<file path="src/rtl/ltt_pkg.sv">
package ltt_pkg;
    localparam int VEC_W     = 8;
    localparam int MASK_BIT  = 16;
    localparam int PER_BIT   = 17;
    localparam int MAX_SHIFT = 7;
    localparam int PRE_W     = MAX_SHIFT;

    typedef enum logic [1:0] {
        SEL_ENTRY = 2'd0,
        SEL_DIV   = 2'd1,
        SEL_COUNT = 2'd2,
        SEL_NONE  = 2'd3
    } wsel_e;

    // Divide code bits {3,1:0}: 3'b111 -> shift 0, otherwise n -> shift n+1
    function automatic logic [2:0] div_to_shift(input logic [3:0] code);
        logic [2:0] n;
        n = {code[3], code[1:0]};
        return (n == 3'b111) ? 3'd0 : n + 3'd1;
    endfunction
endpackage

</file>
<file path="src/rtl/ltt_regs.sv">
module ltt_regs
    import ltt_pkg::*;
#(
    parameter int DATA_W = 32,
    parameter int CNT_W  = 32
) (
    input  logic              clk,
    input  logic              rst_n,
    input  logic              wr_en,
    input  logic [1:0]        wr_sel,
    input  logic [DATA_W-1:0] wr_data,
    output logic [VEC_W-1:0]  vec,
    output logic              masked,
    output logic              periodic,
    output logic [2:0]        shift,
    output logic [CNT_W-1:0]  init_cnt,
    output logic              load
);
    typedef struct packed {
        logic [VEC_W-1:0] vec;
        logic             mask;
        logic             per;
        logic [2:0]       shift;
        logic [CNT_W-1:0] cnt;
    } regs_t;

    regs_t r_d, r_q;
    logic  unused_wdata;

    assign unused_wdata = ^wr_data;

    always_comb begin
        r_d  = r_q;
        load = 1'b0;
        if (wr_en) begin
            unique case (wsel_e'(wr_sel))
                SEL_ENTRY: begin
                    r_d.vec  = wr_data[VEC_W-1:0];
                    r_d.mask = wr_data[MASK_BIT];
                    r_d.per  = wr_data[PER_BIT];
                end
                SEL_DIV:   r_d.shift = div_to_shift(wr_data[3:0]);
                SEL_COUNT: begin
                    r_d.cnt = wr_data[CNT_W-1:0];
                    load    = 1'b1;
                end
                default: ;
            endcase
        end
    end

    always_ff @(posedge clk) begin
        if (!rst_n) begin
            r_q       <= '0;
            r_q.mask  <= 1'b1;
            r_q.shift <= div_to_shift(4'd0);
        end else begin
            r_q <= r_d;
        end
    end

    assign vec      = r_q.vec;
    assign masked   = r_q.mask;
    assign periodic = r_q.per;
    assign shift    = r_q.shift;
    assign init_cnt = r_q.cnt;
endmodule

</file>
<file path="src/rtl/ltt_prescaler.sv">
module ltt_prescaler
    import ltt_pkg::*;
(
    input  logic       clk,
    input  logic       rst_n,
    input  logic       clear,
    input  logic [2:0] shift,
    output logic       tick
);
    logic [PRE_W-1:0] pre_d, pre_q;
    logic [PRE_W-1:0] low_mask;

    always_comb begin
        low_mask = PRE_W'((32'd1 << shift) - 32'd1);
        tick     = (pre_q & low_mask) == low_mask;
        pre_d    = clear ? '0 : pre_q + 1'b1;
    end

    always_ff @(posedge clk) begin
        if (!rst_n) pre_q <= '0;
        else        pre_q <= pre_d;
    end
endmodule

</file>
<file path="src/rtl/ltt_counter.sv">
module ltt_counter
    import ltt_pkg::*;
#(
    parameter int CNT_W = 32
) (
    input  logic             clk,
    input  logic             rst_n,
    input  logic             clear,
    input  logic             tick,
    input  logic             masked,
    input  logic             periodic,
    input  logic [VEC_W-1:0] vec,
    input  logic [CNT_W-1:0] init_cnt,
    output logic             irq,
    output logic [VEC_W-1:0] irq_vec,
    output logic [CNT_W-1:0] cur
);
    localparam int RUN_W = CNT_W + 1;

    typedef struct packed {
        logic [RUN_W-1:0] run;
        logic             irq;
        logic [VEC_W-1:0] ivec;
    } cnt_t;

    cnt_t s_d, s_q;
    logic [RUN_W-1:0] cnt_ext;
    logic             hit;
    logic             fire;

    always_comb begin
        cnt_ext = {1'b0, init_cnt};
        hit     = tick && (s_q.run == cnt_ext) && (init_cnt != '0);
        fire    = hit && !masked && !clear;
        s_d     = s_q;
        if (clear) begin
            s_d.run = '0;
        end else if (tick) begin
            if (periodic)
                s_d.run = (s_q.run >= cnt_ext) ? '0 : s_q.run + 1'b1;
            else if (s_q.run <= cnt_ext)
                s_d.run = s_q.run + 1'b1;
        end
        s_d.irq  = fire;
        s_d.ivec = fire ? vec : '0;
    end

    always_ff @(posedge clk) begin
        if (!rst_n) s_q <= '0;
        else        s_q <= s_d;
    end

    assign irq     = s_q.irq;
    assign irq_vec = s_q.ivec;
    assign cur     = (s_q.run >= cnt_ext) ? '0 : init_cnt - s_q.run[CNT_W-1:0];
endmodule

</file>
<file path="src/rtl/local_tick_timer.sv">
module local_tick_timer
    import ltt_pkg::*;
#(
    parameter int DATA_W = 32,
    parameter int CNT_W  = 32
) (
    input  logic              clk,
    input  logic              rst_n,
    input  logic              wr_en,
    input  logic [1:0]        wr_sel,
    input  logic [DATA_W-1:0] wr_data,
    output logic              irq_pulse,
    output logic [7:0]        irq_vector,
    output logic [CNT_W-1:0]  cur_count
);
    logic [VEC_W-1:0] ent_vec;
    logic             ent_mask;
    logic             ent_per;
    logic [2:0]       div_shift;
    logic [CNT_W-1:0] init_cnt;
    logic             load;
    logic             tick;

    ltt_regs #(.DATA_W(DATA_W), .CNT_W(CNT_W)) u_regs (
        .clk(clk), .rst_n(rst_n), .wr_en(wr_en), .wr_sel(wr_sel),
        .wr_data(wr_data), .vec(ent_vec), .masked(ent_mask),
        .periodic(ent_per), .shift(div_shift), .init_cnt(init_cnt),
        .load(load)
    );

    ltt_prescaler u_pre (
        .clk(clk), .rst_n(rst_n), .clear(load), .shift(div_shift),
        .tick(tick)
    );

    ltt_counter #(.CNT_W(CNT_W)) u_cnt (
        .clk(clk), .rst_n(rst_n), .clear(load), .tick(tick),
        .masked(ent_mask), .periodic(ent_per), .vec(ent_vec),
        .init_cnt(init_cnt), .irq(irq_pulse), .irq_vec(irq_vector),
        .cur(cur_count)
    );
endmodule

</file>
<file path="config.mk">
export PLATFORM = sky130hd
export DESIGN_NAME = local_tick_timer
export DESIGN_NICKNAME = d
export VERILOG_FILES = /design/src/rtl/ltt_pkg.sv /design/src/rtl/ltt_regs.sv /design/src/rtl/ltt_prescaler.sv /design/src/rtl/ltt_counter.sv /design/src/rtl/local_tick_timer.sv
export SDC_FILE = /design/constraint.sdc
export NUM_CORES = 1
export LEC_CHECK = 0
export BUFFER_PORTS_ARGS = -buffer_cell sky130_fd_sc_hd__buf_2
export CAP_MARGIN = 20
export CORE_MARGIN = 5
export CORE_UTILIZATION = 30
export CTS_CLUSTER_DIAMETER = 200
export DETAILED_ROUTE_END_ITERATION = 10
export GPL_TIMING_DRIVEN = 0
export PLACE_DENSITY = 0.45
export SLEW_MARGIN = 15
export SYNTH_ARGS = -nofsm -noshare
export SYNTH_HDL_FRONTEND = slang
export SYNTH_SLANG_ARGS = --single-unit
</file>
<file path="constraint.sdc">
create_clock -name clk -period 3.35 [get_ports clk]
set_input_delay 0.8375 -clock clk [delete_from_list [all_inputs] [get_ports clk]]
set_output_delay 0.8375 -clock clk [all_outputs]
set_load 0.01 [all_outputs]
</file>
==> impl_results.md <==
* Switch Pwr at 1.46 mW
* Top cell type's share of synthesized area at 28.1%
* Final std cells w/o fill at 1,285
* Most common cell in the netlist: nand2_1
* M1 WL at 10,900 um
* Pwr Density at 444 nW/um2
* Starting density of the core at 30.5%
* Reg clk slew, reported paths at 0.08 ns
* Initial antenna violation count at 0
* Worst skew pair latency at 0.35 ns
* Yosys top cell by area: dfxtp_1
* First-pass GRT wire length at 34,600 um
* # rows at 54
* Io pins at 78
* CTS tree: yes
* Predominant post-synthesis flop cell: dfxtp_1
* Startpoint Class: flop
* Commonest cells post-synth: nand2_1 (104), dfxtp_1 (94), inv_1 (82), ha_1 (67), a21oi_1 (65)
* Max rail drop VDD at 349 uV
* WL/cell at 16.8 um
* Hold crit path type: flop to flop
* Hpwl dp at 16,000 um
* Initial DRC Count at 284
* Critical path capture point type: output pin
* Inst Count DP at 1,223
* Setup ws final at -0.325 ns
* Crit-path max FO at 5
* Final Hold Vio Count at 0
* Met3 wire len at 661 um
* Yosys reg bits at 94
* Comb power frac at 43.8%
* Core area at 21,900 um2
* Synth top area cells: dfxtp_1 (28%), ha_1 (13%), nand2_1 (5.8%)
* Sw Share at 35.8%
* Vias/cell at 4.96
* Critical Path AT at 2.84 ns
* Crit path required time at 2.51 ns
* DR top layer: met4
* Final setup fails at 32
* Max-Cap Viols at 0
* Clock share of power at 27.7%
* All-Layer GR Usage at 16.6%
* Crit-path slowest cell: fa_2
* PortBufs at 77
* Die area at 25,400 um2
* Status: complete, but fails checks
* Die width at 159 um
* Cell leakage power at 3.62 nW
* Final WL at 21,500 um
* Register area share after synthesis at 28.1%
* DP Area at 7440 um2
* GRT Residual Overflow at 0
* Syn Std Cell Area at 6690 um2
* Max Root-Sink Buffers at 2
* GPL Wtd Cong at 0.815
* EDFF count, synth at 0
* Die height at 159 um
* DR vias at 6,375
* CP Cell Sequence: inv_2 > ha_4 > inv_2 > fa_2 > a21oi_4 > o2111ai_4 > o2111ai_4 > buf_6 > a21oi_4 > buf_6 > a311oi_2 > xnor2_1 > nor2_1 > buf_2
* Fin crit share at 110%
* Crit-path max cell delay at 0.36 ns
* WS Path Type: flop to output pin
* Failing checks: negative setup slack
* # diodes at 0
* Fraction of registers with async set or reset after synthesis at 0%
* DRT Pass-1 Iters at 6
* # clock sinks at 94
* Slew Limit Fails at 0
* Max_slew headroom at 37.5%
* Nets at 1,105
* Syn_area_per_cell at 7.72 um2
* Number of global-route vias before repair at 6,195
* Syn Inst Count at 866
* Remaining DRCs at 0
* Syn_nets at 971
* Minimum clock period at 3.68 ns
* H-Tree Depth at 3
* Max Clock Skew at 0.0110 ns
* Slew @ Worst Pin at 0.930 ns
* Largest net degree at the start of global routing at 20
* Area Overhead vs Synth at 37.4%
* Met2 wire len at 9510 um
* Syn. warnings at 0
* Hold_buf cts at 0
* Root buf cell: clkbuf_16
* TritonCTS Buffers at 9
* Post-route cell area at 9190 um2
* Layout cells sized above 1 at 32.3%
* Final ANT Viol Nets at 0
* RSZ-0062 raised after global routing: true
* Seq pwr share at 28.5%
* Cell Int Power at 2.62 mW
* Fmax at 272 MHz
* Cell variety after synth at 62
-- metal layers --
metal	vias to the layer above	global-route usage [%]
met3	20	1.81
met1	2959	24.3
met5	-	0
met2	123	26.2
met4	0	4.03
li1	3273	-
-- placed cells by master, fill, tap and decap left out, types with 12 or more instances in the layout --
cell type	count
nand2_1	104
buf_2	76
inv_1	74
buf_4	59
a21oi_1	55
nor2_1	53
dfxtp_1	50
ha_1	35
a21boi_0	32
xnor2_1	28
nand3_1	26
ha_4	24
o21ai_0	23
dfxtp_4	22
dfxtp_2	22
a21o_1	19
clkbuf_1	18
clkbuf_16	12
nor2b_1	12
mux2i_1	12
or3_1	12
-- kinds of logic (layout without fill, tap and decap cells) --
logic type,after synthesis,in the layout,share of synthesized area (%)
compound gates,218,218,21.9
xor+xnor,40,40,5.24
fa+ha+maj,68,68,12.8
buf+inv,133,272,8.20
flops,94,94,28.1
mux,12,12,1.80
simple gates,301,301,21.9
-- layout make-up --
type,count,area [um2]
fill,2291,12700
multi-input combinational,639,5030
sequential,94,1990
timing repair buffer,136,915
tap,280,350
inverter,82,312
buffer,38,270
clock buffer,9,225
clock inverter,7,95.1
-- power by group through the flow --
stage          combinational, mW  sequential, mW  clock (mW)
2_1_floorplan              0.764            1.19           0
3_3_place_gp                1.19            1.20           0
3_5_place_dp                1.19            1.20           0
4_1_cts                     1.66            1.17        1.15
5_1_grt                     1.94            1.17        1.20
6_report                    1.79            1.16        1.13
-- timing repair --
| item | in CTS | in global routing |
|---|---|---|
| pin swaps | 48 | 53 |
| setup buffers | 30 | 33 |
| gates cloned | 3 | 0 |
| setup endpoints to repair | 54 | 50 |
| resized for setup | 182 | 72 |
-- stage by stage --
stage,hold WS (ns),setup slack [ns],setup TNS (ns),total power [mW],utilization [%]
3_5_place_dp,0.440,-0.948,-29.33,2.39,34.0
4_1_cts,0.460,-0.396,-9.36,3.98,39.7
5_1_grt,0.484,-0.452,-11.60,4.31,42.0
6_report,0.458,-0.325,-7.23,4.08,42.0
3_3_place_gp,0.445,-0.948,-29.33,2.39,34.0
2_1_floorplan,0.429,-0.0784,-0.0784,1.95,-
-- state kept, by name (all words and copies together), names as in the netlist --
signal and cells:
u_cnt.irq_vec 8, u_pre.pre_q 7, u_cnt.irq 1, u_regs.periodic 1, u_regs.init_cnt 32, u_regs.shift 3
u_cnt.s_q 33, u_regs.masked 1, u_regs.vec 8
-- worst paths after layout --
check                      start                to  slack, ns  cells after the start
max           u_regs.init_cnt[0]     cur_count[18]      -0.33                     14
min                u_regs.vec[5]  u_cnt.irq_vec[5]       0.46                      1
max reg2reg  u_regs.init_cnt[17]     u_cnt.s_q[14]       0.24                     12
min reg2reg        u_regs.vec[5]  u_cnt.irq_vec[5]       0.46                      1
-- critical path: cells and delay by family, from the launching register on --
| family | cells | cell delay, ns |
|---|---|---|
| XOR/XNOR | 1 | 0.14 |
| adder cells (fa/ha/maj) | 2 | 0.49 |
| AND/OR/NAND/NOR | 1 | 0.06 |
| buffers and inverters | 5 | 0.51 |
| flip-flops | 1 | 0.33 |
| AO/OA/AOI/OAI | 5 | 0.93 |
Note: power is estimated with default switching activity, not from simulation.
